File: src/rtl/kpd_pkg.sv
package kpd_pkg;
  localparam int KP_COLS = 4;
  localparam int KP_ROWS = 4;
  localparam int COL_W   = $clog2(KP_COLS);
  localparam int ROW_W   = $clog2(KP_ROWS);

  typedef enum logic [2:0] {
    ST_IDLE,
    ST_DEBOUNCE,
    ST_SCAN,
    ST_REPORT,
    ST_RELEASE
  } kpd_state_t;

  // Active-low drive pattern for one column
  function automatic logic [KP_COLS-1:0] col_drive(input logic [COL_W-1:0] col);
    logic [KP_COLS-1:0] pat;
    pat = '1;
    pat[col] = 1'b0;
    return pat;
  endfunction

  // Lowest-numbered low row
  function automatic logic [ROW_W-1:0] first_low_row(input logic [KP_ROWS-1:0] rows);
    logic [ROW_W-1:0] r;
    r = '0;
    for (int i = KP_ROWS - 1; i >= 0; i--)
      if (!rows[i]) r = ROW_W'(i);
    return r;
  endfunction

  function automatic logic [7:0] form_raw(input logic [KP_ROWS-1:0] rows,
                                          input logic [COL_W-1:0] col);
    return {rows, col_drive(col)};
  endfunction

  function automatic logic [ROW_W+COL_W-1:0] key_index(input logic [ROW_W-1:0] row,
                                                        input logic [COL_W-1:0] col);
    return {row, col};
  endfunction
endpackage

File: src/rtl/kpd_row_sync.sv
module kpd_row_sync #(
  parameter int NROWS  = 4,
  parameter int STAGES = 2
) (
  input  logic             clk,
  input  logic             rst_n,
  input  logic [NROWS-1:0] row_n,
  output logic [NROWS-1:0] rows_s,
  output logic             any_low,
  output logic             strobe_req
);
  logic [NROWS-1:0] stage [STAGES];
  logic             any_low_q;

  generate
    for (genvar s = 0; s < STAGES; s++) begin : g_stage
      if (s == 0) begin : g_first
        always_ff @(posedge clk or negedge rst_n)
          if (!rst_n) stage[s] <= '1;
          else        stage[s] <= row_n;
      end else begin : g_next
        always_ff @(posedge clk or negedge rst_n)
          if (!rst_n) stage[s] <= '1;
          else        stage[s] <= stage[s-1];
      end
    end
  endgenerate

  assign rows_s  = stage[STAGES-1];
  assign any_low = ~&rows_s;

  always_ff @(posedge clk or negedge rst_n)
    if (!rst_n) any_low_q <= 1'b0;
    else        any_low_q <= any_low;

  assign strobe_req = any_low & ~any_low_q;


  strobe_edge_chk: assert property (@(posedge clk) disable iff (!rst_n)
    strobe_req |=> !strobe_req);
endmodule

File: src/rtl/kpd_tick_gen.sv
module kpd_tick_gen #(
  parameter int TICK_DIV = 4
) (
  input  logic clk,
  input  logic rst_n,
  output logic tick
);
  localparam int CW = (TICK_DIV > 1) ? $clog2(TICK_DIV) : 1;
  localparam logic [CW-1:0] LAST = CW'(TICK_DIV - 1);

  logic [CW-1:0] cnt;

  always_ff @(posedge clk or negedge rst_n)
    if (!rst_n)           cnt <= '0;
    else if (cnt == LAST) cnt <= '0;
    else                  cnt <= cnt + 1'b1;

  assign tick = (cnt == LAST);


  tick_gap_chk: assert property (@(posedge clk) disable iff (!rst_n)
    tick |=> !tick);
endmodule

File: src/rtl/kpd_scan_fsm.sv
module kpd_scan_fsm
  import kpd_pkg::*;
#(
  parameter int DEB_TICKS  = 3,
  parameter int SETTLE_CYC = 4
) (
  input  logic               clk,
  input  logic               rst_n,
  input  logic [KP_ROWS-1:0] rows_s,
  input  logic               any_low,
  input  logic               strobe_req,
  input  logic               tick,
  input  logic               key_ack,
  output logic [KP_COLS-1:0] col_n,
  output logic               key_valid,
  output logic [7:0]         key_raw,
  output logic [3:0]         key_idx
);
  localparam int DW = $clog2(DEB_TICKS + 1);
  localparam int SW = $clog2(SETTLE_CYC + 1);
  localparam logic [DW-1:0]    DEB_LAST = DW'(DEB_TICKS - 1);
  localparam logic [SW-1:0]    SET_LAST = SW'(SETTLE_CYC - 1);
  localparam logic [COL_W-1:0] COL_LAST = COL_W'(KP_COLS - 1);

  kpd_state_t       state;
  logic [COL_W-1:0] col;
  logic [DW-1:0]    deb_cnt;
  logic [SW-1:0]    settle_cnt;

  // Named internal events
  logic settle_done, hit, deb_done, all_high;
  assign settle_done = (state == ST_SCAN) && (settle_cnt == SET_LAST);
  assign hit         = settle_done && any_low;
  assign deb_done    = (state == ST_DEBOUNCE) && any_low && tick && (deb_cnt == DEB_LAST);
  assign all_high    = &rows_s;

  assign col_n = (state == ST_SCAN) ? col_drive(col) : '0;

  always_ff @(posedge clk or negedge rst_n) begin
    if (!rst_n) begin
      state      <= ST_IDLE;
      col        <= '0;
      deb_cnt    <= '0;
      settle_cnt <= '0;
      key_valid  <= 1'b0;
      key_raw    <= '0;
      key_idx    <= '0;
    end else begin
      unique case (state)
        ST_IDLE: begin
          if (strobe_req) begin
            state   <= ST_DEBOUNCE;
            deb_cnt <= '0;
          end
        end
        ST_DEBOUNCE: begin
          if (!any_low) begin
            state <= ST_IDLE;
          end else if (deb_done) begin
            state      <= ST_SCAN;
            col        <= '0;
            settle_cnt <= '0;
          end else if (tick) begin
            deb_cnt <= deb_cnt + 1'b1;
          end
        end
        ST_SCAN: begin
          if (!settle_done) begin
            settle_cnt <= settle_cnt + 1'b1;
          end else if (hit) begin
            key_raw   <= form_raw(rows_s, col);
            key_idx   <= key_index(first_low_row(rows_s), col);
            key_valid <= 1'b1;
            state     <= ST_REPORT;
          end else if (col == COL_LAST) begin
            state <= ST_RELEASE;
          end else begin
            col        <= col + 1'b1;
            settle_cnt <= '0;
          end
        end
        ST_REPORT: begin
          if (key_ack) begin
            key_valid <= 1'b0;
            state     <= ST_RELEASE;
          end
        end
        ST_RELEASE: begin
          if (all_high) state <= ST_IDLE;
        end
        default: state <= ST_IDLE;
      endcase
    end
  end


  hold_chk: assert property (@(posedge clk) disable iff (!rst_n)
    key_valid && !key_ack |=> key_valid && $stable(key_raw) && $stable(key_idx));

  ack_clear_chk: assert property (@(posedge clk) disable iff (!rst_n)
    key_valid && key_ack |=> !key_valid);

  raw_shape_chk: assert property (@(posedge clk) disable iff (!rst_n)
    key_valid |-> ($countones(key_raw[3:0]) == 3) && (key_raw[7:4] != 4'hF));

  scan_onehot_chk: assert property (@(posedge clk) disable iff (!rst_n)
    (col_n != '0) |-> ($countones(col_n) == KP_COLS - 1));

  report_cols_chk: assert property (@(posedge clk) disable iff (!rst_n)
    key_valid |-> (col_n == '0));

  deb_range_chk: assert property (@(posedge clk) disable iff (!rst_n)
    deb_cnt <= DEB_LAST);

  release_chk: assert property (@(posedge clk) disable iff (!rst_n)
    (state == ST_RELEASE) && !all_high |=> (state == ST_RELEASE));
endmodule

File: src/rtl/keypad_scanner.sv
module keypad_scanner #(
  parameter int TICK_DIV    = 1000,
  parameter int DEB_TICKS   = 8,
  parameter int SYNC_STAGES = 2
) (
  input  logic       clk,
  input  logic       rst_n,
  input  logic [3:0] row_n,
  input  logic       key_ack,
  output logic [3:0] col_n,
  output logic       key_valid,
  output logic [7:0] key_raw,
  output logic [3:0] key_idx
);
  import kpd_pkg::*;

  localparam int SETTLE_CYC = SYNC_STAGES + 2;

  logic [KP_ROWS-1:0] rows_s;
  logic               any_low;
  logic               strobe_req;
  logic               scan_tick;

  kpd_row_sync #(.NROWS(KP_ROWS), .STAGES(SYNC_STAGES)) u_sync (
    .clk(clk), .rst_n(rst_n), .row_n(row_n),
    .rows_s(rows_s), .any_low(any_low), .strobe_req(strobe_req)
  );

  kpd_tick_gen #(.TICK_DIV(TICK_DIV)) u_tick (
    .clk(clk), .rst_n(rst_n), .tick(scan_tick)
  );

  kpd_scan_fsm #(.DEB_TICKS(DEB_TICKS), .SETTLE_CYC(SETTLE_CYC)) u_fsm (
    .clk(clk), .rst_n(rst_n), .rows_s(rows_s), .any_low(any_low),
    .strobe_req(strobe_req), .tick(scan_tick), .key_ack(key_ack),
    .col_n(col_n), .key_valid(key_valid), .key_raw(key_raw), .key_idx(key_idx)
  );
endmodule

File: config.mk
export PLATFORM = sky130hd
export DESIGN_NAME = keypad_scanner
export DESIGN_NICKNAME = d
export VERILOG_FILES = /design/src/rtl/kpd_pkg.sv /design/src/rtl/kpd_row_sync.sv /design/src/rtl/kpd_tick_gen.sv /design/src/rtl/kpd_scan_fsm.sv /design/src/rtl/keypad_scanner.sv
export SDC_FILE = /design/constraint.sdc
export NUM_CORES = 1
export LEC_CHECK = 0
export CORE_MARGIN = 5
export CORE_UTILIZATION = 54
export CTS_CLUSTER_SIZE = 20
export DETAILED_ROUTE_END_ITERATION = 16
export GPL_TIMING_DRIVEN = 0
export PLACE_DENSITY = 0.77
export SYNTH_ARGS = -nofsm -noshare
export SYNTH_HDL_FRONTEND = slang
export SYNTH_SLANG_ARGS = --single-unit
File: constraint.sdc
create_clock -name clk -period 3.6 [get_ports clk]
set_clock_uncertainty 0.1 [all_clocks]
set_input_delay 0.54 -clock clk [delete_from_list [all_inputs] [get_ports clk]]
set_output_delay 0.54 -clock clk [all_outputs]
set_load 0.02 [all_outputs]
# Word level (Yosys, flattened, before mapping)
# Cells that the tools add are included.
[totals] reg_bits=44 inputBits=7 out_inout_bits=17 elab_cells=99
[classes] add_sub_neg=4 order_cmp=2 eq_ne=23 muxes=38 bitwise_logic=3 reduce_logical=18
[op_table] cell="2-to-1 mux 3 bit" count=13
[op_table] cell="2-to-1 mux 4 bit" count=5
[op_table] cell="2-to-1 mux 2 bit" count=9
[op_table] cell="one-hot mux 3 bit (5 select lines)" count=1
[op_table] cell="!= test 2 bit, second input constant" count=6
[op_table] cell="AND reduction 6 bit" count=2
[op_table] cell="adder 10 x 1 -> 10 bit, second input constant" count=1
[op_table] cell="equality test 10 bit, second input constant" count=1
[op_table] cell="2-to-1 mux 10 bit" count=1
[op_table] cell="!= test 2 x 1 -> 1 bit, second input constant" count=5
[op_table] cell="AND reduction 5 bit" count=2
[op_table] cell="equality test 3 x 2 -> 1 bit, second input constant" count=3
[op_table] cell="one-hot mux 4 bit (2 select lines)" count=1
[op_table] cell="AND reduction 4 bit" count=2
[op_table] cell="logical AND 1 bit" count=6
[op_table] cell="!= test 3 bit, second input constant" count=2
[op_table] cell="one-hot mux 3 bit (2 select lines)" count=1
[op_table] cell="nonzero test 2 bit" count=3
[op_table] cell="adder 4 x 1 -> 4 bit, second input constant" count=1
[op_table] cell="equality test 4 x 3 -> 1 bit, second input constant" count=1
[op_table] cell="2-to-1 mux 1 bit" count=4
[op_table] cell="inverter 4 bit" count=1
[op_table] cell="one-hot mux 2 bit (2 select lines)" count=1
[op_table] cell="adder 3 x 1 -> 3 bit, second input constant" count=1
[op_table] cell="15 further kinds" count=15

# Logic depth before layout (Yosys ltp)
# Gate-level depths: netlist (run 1).
[depth] word_depth=8 ltp_mapped=7

# Modules after synthesis
# From an unflattened synthesis (run 1), not the netlist that was laid out.
[hier_totals] cells_unflattened=204 area_unflattened_um2=2092.0
[modules_own_cells] mod="kpd_scan_fsm" instances=1 cells_each=145 area_each_um2=1310.0 seq_area_each_um2=625.6
[modules_own_cells] mod="kpd_tick_gen" instances=1 cells_each=44 area_each_um2=494.2 seq_area_each_um2=250.2
[modules_own_cells] mod="kpd_row_sync" instances=1 cells_each=15 area_each_um2=287.8 seq_area_each_um2=235.2

# Worst setup path before layout (run 1)
# OpenSTA, ideal clock, no wires.
[synth_timing] path_type="register -> output" from="register u_fsm.state[0]" to="output col_n[3]" arrival_ns=1.405 t_required_ns=2.960 setup_slack_ns=1.555 stages_incl_launch_ff=5 n_path_buf=2 cell_sequence="dfrtp_1 -> buf_4 -> or3b_1 -> clkbuf_1 -> nor2_1"
[synth_via] elab_chain_len=2
[synth_rtl] item="start, declared" line_no="kpd_scan_fsm.sv:25" text="kpd_state_t state;"
[synth_rtl] item="start signal, assigned" line_no="kpd_scan_fsm.sv:41" text="state <= ST_IDLE;"
[synth_rtl] item="start signal, assigned" line_no="kpd_scan_fsm.sv:52" text="state <= ST_DEBOUNCE;"
[synth_rtl] item="start signal, assigned" line_no="kpd_scan_fsm.sv:58" text="state <= ST_IDLE;"
[synth_rtl] item="equality test 3 x 2 -> 1 bit" line_no="kpd_scan_fsm.sv:37" text="assign col_n = (state == ST_SCAN) ? col_drive(col) : '0;"
[synth_rtl] item="2-to-1 mux 4 bit" line_no="kpd_scan_fsm.sv:37"
[synth_rtl] item="end, declared" line_no="keypad_scanner.sv:10" text="output logic [3:0] col_n,"
# Every way passes these cells.

# Final worst setup path (run 1)
# Ends and elaborated chain as after synthesis.

==> impl_metrics.env, run 1 <==
export IMPL_status="complete, no violations"
export IMPL_core_um2=3720
export IMPL_first_pass_iters=4
export IMPL_cts_tree="built"
export IMPL_cts_clk_slew_worst_paths_ps=90
export IMPL_final_nets=246
export IMPL_cts_path_max_buffers=2
export IMPL_final_cell_mix="dfrtp_1 (36), nand2_1 (29), clkdlybuf4s50_1 (22), nor2_1 (19), o21ai_0 (13)"
export IMPL_timing_hold_worst_class="register to register"
export IMPL_vias=1618
export IMPL_synth_seq_area_share_pct=53.0
export IMPL_wl_per_cell_um=15.4
export IMPL_avgViaCountPerCell=5.76
export IMPL_worstMarginPinSlew_ps=453
export IMPL_critPathKind="register to output pin"
export IMPL_worst_path_buf_inv=3
export IMPL_overflow=0
export IMPL_io_pins=24
export IMPL_cp_arrival_ps=2380
export IMPL_drive_above_1_share_pct=15.0
export IMPL_cts_root_buffer_cell="clkbuf_8"
export IMPL_numCtsBuffers=5
export IMPL_crit_path_end_kind="output pin"
export IMPL_postCtsSetupRepairBufs=0
export IMPL_start_util_pct=56.4
export IMPL_relSlewSlack_pct=69.7
export IMPL_antenna_found_initial=0
export IMPL_cp_required_ps=2960
export IMPL_totalWireLength_mm=4.34
export IMPL_fp_dieW_um=72.3
export IMPL_diodes=0
export IMPL_p_per_area_nw_per_um2=618
export IMPL_ys_types=50
export IMPL_final_setup_viol_count=0
export IMPL_nFillCells=286
export IMPL_yosysWarnings=0
export IMPL_slowest_delay_ps=670
export IMPL_drc=0
export IMPL_fp_row_count=22
export IMPL_path_delay_family="buffers and inverters"
export IMPL_clock_fmax_mhz=331
export IMPL_dieArea_um2=5230
export IMPL_clock_sinks=44
export IMPL_worst_slack_ps=581
export IMPL_htree_levels=2
export IMPL_synth_edff_count=0
export IMPL_timing_hold_violations_final=0
export IMPL_clock_latency_ps=300
export IMPL_critPathMaxFanout=10
export IMPL_p_leak_nw=1.09
export IMPL_syn_area_per_cell_um2=10.5
export IMPL_io_buffers=23
export IMPL_final_common_cell="dfrtp_1"
export IMPL_fin_setup_tns_ps=0
export IMPL_async_reset_ff_share_pct=100
export IMPL_grt_pass1_wl_mm=7.63
export IMPL_synth_ff_type="dfrtp_1"
export IMPL_slowest_stage="clkdlybuf4s50_1"
export IMPL_die_y_um=72.3
export IMPL_grt_pass1_vias=1668
export IMPL_dp_hpwl_mm=3.21
export IMPL_peakVddDrop_v=0.000324
export IMPL_place_ws_ps=939
export IMPL_syn_num_nets=214
export IMPL_holdBufCountCts=1
export IMPL_first_iter_violations=113
export IMPL_cp_cell_sequence="buf_4, or3b_1, clkbuf_1, nor2_1, clkdlybuf4s50_1"
export IMPL_cp_start_kind="register"
export IMPL_ant_nets=0
export IMPL_syn_cell_area_um2=2100
export IMPL_post_cts_resized=0
export IMPL_fin_crit_sh_pct=83.9
export IMPL_syn_inst=200
export IMPL_track_usage_pct=18.6
export IMPL_grt_start_max_net_pins=37
export IMPL_place_gp_congestion=0.817
export IMPL_max_cap_violations=0
export IMPL_rsz0062_at_grt="false"
export IMPL_ys_ff_latch=44
export IMPL_syn2layout_area_growth_pct=19.5
export IMPL_min_period_ps=3020
export IMPL_finalMaxSlewViolations=0
==> cell type report <==
class	count	area [um^2]	area share [%]
flip-flops and latches	44	1110	44.4
repair buffers	25	255	10.2
well taps	48	60.1	2.40
plain buffers	7	48.8	1.95
clock buffers	5	68.8	2.75
clock inverters	3	23.8	0.950
multi-input cells	143	913	36.5
inverters	6	22.5	0.900
==> state kept, by name (all words and copies together), names as in the netlist <==
| register | count |
|---|---|
| u_sync.stage | 4 |
| u_sync.rows_s | 4 |
| u_fsm.key_raw | 8 |
| u_tick.cnt | 10 |
| u_fsm.settle_cnt | 3 |
| u_fsm.key_valid | 1 |
| u_sync.any_low_q | 1 |
| u_fsm.col | 2 |
| u_fsm.state | 3 |
| u_fsm.deb_cnt | 4 |
| u_fsm.key_idx | 4 |
==> power breakdown <==
group	total [mW]	switching (mW)	internal [mW]
registers	0.630	0.0520	0.578
logic	0.600	0.325	0.275
clock network	0.317	0.180	0.137
total	1.55	0.557	0.991
==> cell usage after synthesis, types with 2 or more instances <==
master / instances / area share (%)
nor2_1: 19 / 3.4
buf_2: 3 / 0.72
o21ai_0: 13 / 3.1
ha_1: 7 / 4.2
a311o_1: 2 / 0.96
dfstp_2: 8 / 10
nor4_4: 2 / 2.0
nor3b_4: 2 / 1.8
nor3_1: 5 / 1.2
inv_1: 5 / 0.90
buf_6: 2 / 1.1
and2_1: 2 / 0.60
a31oi_1: 3 / 0.90
a21oi_1: 6 / 1.4
xor2_1: 4 / 1.7
o31ai_1: 3 / 1.1
dfrtp_1: 36 / 43
and3_1: 3 / 0.90
a22o_1: 2 / 0.84
nand2_1: 29 / 5.2
nor2b_1: 5 / 1.5
nand3_1: 10 / 2.4
o22a_1: 2 / 0.84
==> logic make-up (layout without fill, tap and decap cells) <==
kind of cell	count (synthesis)	after routing	share of synthesized area (%)
simple gates	89	89	23.6
flops	44	44	53.0
compound gates	41	41	13.2
buf+inv	13	46	3.40
fa+ha+maj	7	7	4.18
xor+xnor	5	5	2.09
mux	1	1	0.478
==> metal layers <==
layer  share of wire [%]  wire length, um  track usage [%]  vias up
li1                    -                -                -      767
met1                  43             1870             23.3      792
met2                  50             2160             30.0       46
met3                 4.9              214             4.85       13
met4                 2.1               91             8.56        0
met5                   0                0                0        -
==> metrics by stage <==
step	power (mW)	instances	utilization, %	area [um^2]	hold WS, ps
6_report	1.55	281	67.4	2500	261
3_5_place_dp	1.24	272	64.6	2400	251
2_1_floorplan	1.02	200	-	2100	144
5_1_grt	1.64	281	67.4	2500	269
3_3_place_gp	1.22	271	64.2	2390	246
4_1_cts	1.56	281	67.4	2500	264
==> path summary, 6_finish.rpt <==
kind,startpoint,end,slack [ps],cells after the start
hold / removal,u_sync.stage[5],u_sync.rows_s[1],260,0
max in group asynchronous,rst_n,u_sync.rows_s[0],2370,3
setup / recovery,u_fsm.state[0],col_n[3],580,5
hold reg to reg,u_sync.stage[5],u_sync.rows_s[1],260,0
setup reg to reg,u_tick.cnt[0],u_fsm.state[1],1590,7
min in group asynchronous,rst_n,u_fsm.deb_cnt[3],520,2
(Power assumes the default switching activity.)
==> run 2: changes to the inputs <==
- clock period: 3.6 -> 3.13 ns (I/O delays scaled with it)
==> results of run 2 <==
Same layout as run 1 (identical final DEF). Status: complete, no violations.
Among the figures that moved: setup slack after placement 939 ps -> 540 ps; setup slack after layout 581 ps -> 182 ps; register-to-register setup slack 1590 ps -> 1120 ps; total power 1.55 mW -> 1.78 mW; worst IR drop on VDD 0.000324 V -> 0.000372 V
==> run 3: changes to the inputs <==
- CORE_UTILIZATION: 54 -> 55
- PLACE_DENSITY: 0.77 -> 0.78
==> run 3 against run 2 <==
Compared with the run above: design area increased by 0.90%; flip-flop and latch count stayed put; worst setup slack improved by 22 ps; final cell count is the same; sequential share of layout area down 0.40 points; combinational power is essentially flat; via count fell by 5.4%; clock-buffer cell count unchanged; hold slack worse by 7.0 ps.
==> impl_metrics.env, run 3 (synthesis gave the netlist of run 1 again) <==
export IMPL_status="complete, no violations"
export IMPL_totalWireLength_mm=3.91
export IMPL_clock_latency_ps=290
export IMPL_rsz0062_at_grt="false"
export IMPL_dp_hpwl_mm=2.88
export IMPL_dpl_cell_count=272
export IMPL_antenna_found_initial=0
export IMPL_cp_start_kind="register"
export IMPL_syn2layout_area_growth_pct=20.5
export IMPL_clock_sinks=44
export IMPL_first_iter_violations=125
export IMPL_timing_hold_violations_final=0
export IMPL_io_buffers=23
export IMPL_drc=0
export IMPL_core_um2=3690
export IMPL_fin_crit_sh_pct=93.5
export IMPL_critPathKind="register to output pin"
export IMPL_p_int_mw=1.22
export IMPL_min_period_ps=2930
export IMPL_power_frac_comb_pct=37.2
export IMPL_diodes=0
export IMPL_cp_required_ps=2560
export IMPL_final_setup_viol_count=0
export IMPL_p_per_area_nw_per_um2=733
export IMPL_track_usage_pct=16.6
export IMPL_nFillCells=294
export IMPL_htree_levels=2
export IMPL_peakVddDrop_v=0.000471
export IMPL_wl_per_cell_um=13.9
export IMPL_switchingPower_mw=0.630
export IMPL_worstMarginPinSlew_ps=436
export IMPL_final_nets=246
export IMPL_cp_arrival_ps=2360
export IMPL_fp_dieW_um=71.7
export IMPL_io_pins=24
export IMPL_vias=1531
export IMPL_start_util_pct=56.8
export IMPL_first_pass_iters=4
export IMPL_fin_setup_tns_ps=0
export IMPL_p_seq_share_pct=39.1
export IMPL_p_sw_share_pct=34.0
export IMPL_timing_hold_worst_class="register to register"
export IMPL_p_clk_share_pct=23.8
export IMPL_largest_register_ffs=10
export IMPL_reg_top3="u_tick.cnt x10, u_fsm.key_raw x8"
export IMPL_final_util_pct=68.5
export IMPL_clock_fmax_mhz=342
export IMPL_cts_root_buffer_cell="clkbuf_8"
export IMPL_numCtsBuffers=5
export IMPL_critPathMaxFanout=10
export IMPL_final_common_cell="dfrtp_1"
export IMPL_cts_tree="built"
export IMPL_relSlewSlack_pct=70.8
export IMPL_avgViaCountPerCell=5.45
export IMPL_overflow=0
export IMPL_holdWs_ps=254
export IMPL_dieArea_um2=5150
export IMPL_drive_above_1_share_pct=15.0
export IMPL_crit_path_end_kind="output pin"
export IMPL_finalMaxSlewViolations=0
export IMPL_grt_start_max_net_pins=35
export IMPL_max_cap_violations=0
export IMPL_instances_no_fill=281
export IMPL_postCtsSetupRepairBufs=0
export IMPL_p_leak_nw=1.10
export IMPL_place_gp_congestion=0.770
export IMPL_grt_pass1_vias=1560
export IMPL_regMostFlops="u_tick.cnt"
export IMPL_grt_pass1_wl_mm=6.87
export IMPL_die_y_um=71.7
export IMPL_cts_path_max_buffers=2
export IMPL_cts_clk_slew_worst_paths_ps=80
export IMPL_final_cell_mix="dfrtp_1 (36), nand2_1 (29), clkdlybuf4s50_1 (22), nor2_1 (19), o21ai_0 (13)"
export IMPL_ant_nets=0
export IMPL_fp_row_count=22
## run 3: cell types whose count changed in the layout (fill, tap and decap cells not counted), sizes merged
cell,delta
inv,+1
clkinvlp,-1
bufinv,+1
clkinv,-1
## run 3: routing by layer
layer | vias up | wire [um] | track usage, %
li1 | 768 | - | -
met4 | 0 | 28 | 4.38
met3 | 5 | 159 | 3.79
met2 | 25 | 1880 | 27.1
met5 | - | 0 | 0
met1 | 733 | 1840 | 22.3
## run 3: worst paths after layout
check                                    start          endpoint  slack [ps]  cells after the start
hold / removal                 u_sync.stage[6]  u_sync.rows_s[2]         250                      0
min in group asynchronous                rst_n    u_fsm.state[1]         480                      2
max in group asynchronous                rst_n   u_sync.stage[6]        1920                      3
hold reg to reg                u_sync.stage[6]  u_sync.rows_s[2]         250                      0
setup / recovery                u_fsm.state[0]          col_n[3]         200                      5
setup reg to reg           u_fsm.settle_cnt[0]  u_fsm.key_raw[1]        1120                      6
## run 3: area by class of cell
cell class	count	area [um^2]	area share, %
clock inverters	3	46.3	1.83
repair buffers	25	255	10.1
inverters	6	22.5	0.892
flip-flops and latches	44	1110	44.0
clock buffers	5	68.8	2.72
plain buffers	7	48.8	1.93
multi-input cells	143	913	36.2
well taps	48	60.1	2.38
## run 3: per-stage QoR
step / power [mW] / worst slack [ps] / area [um^2]
after floorplan: 1.18 / 1160 / 2100
after global placement: 1.40 / 374 / 2390
after detailed placement: 1.43 / 538 / 2400
after CTS: 1.87 / 185 / 2530
after global routing: 1.96 / 95.3 / 2530
final: 1.85 / 204 / 2530
## run 3: worst max-delay path, stage by stage, from the launching register on
cell             delay (ps)
dfrtp_1                 390
buf_4                   180
or3b_1                  340
clkbuf_1                200
nor2_1                  270
clkdlybuf4s50_1         670
## run 3: what timing repair did
item                                    CTS  global route
endpoints found under the hold margin    10             0
hold buffers                              1             0
resized for setup                         0             0
endpoints found under the setup margin    0             0
## run 3: power groups by stage
stage / Sequential, mW / Combinational [mW] / Clock (mW)
2_1_floorplan: 0.794 / 0.382 / 0
3_3_place_gp: 0.730 / 0.675 / 0
3_5_place_dp: 0.735 / 0.691 / 0
4_1_cts: 0.724 / 0.692 / 0.455
5_1_grt: 0.737 / 0.745 / 0.478
6_report: 0.724 / 0.688 / 0.440
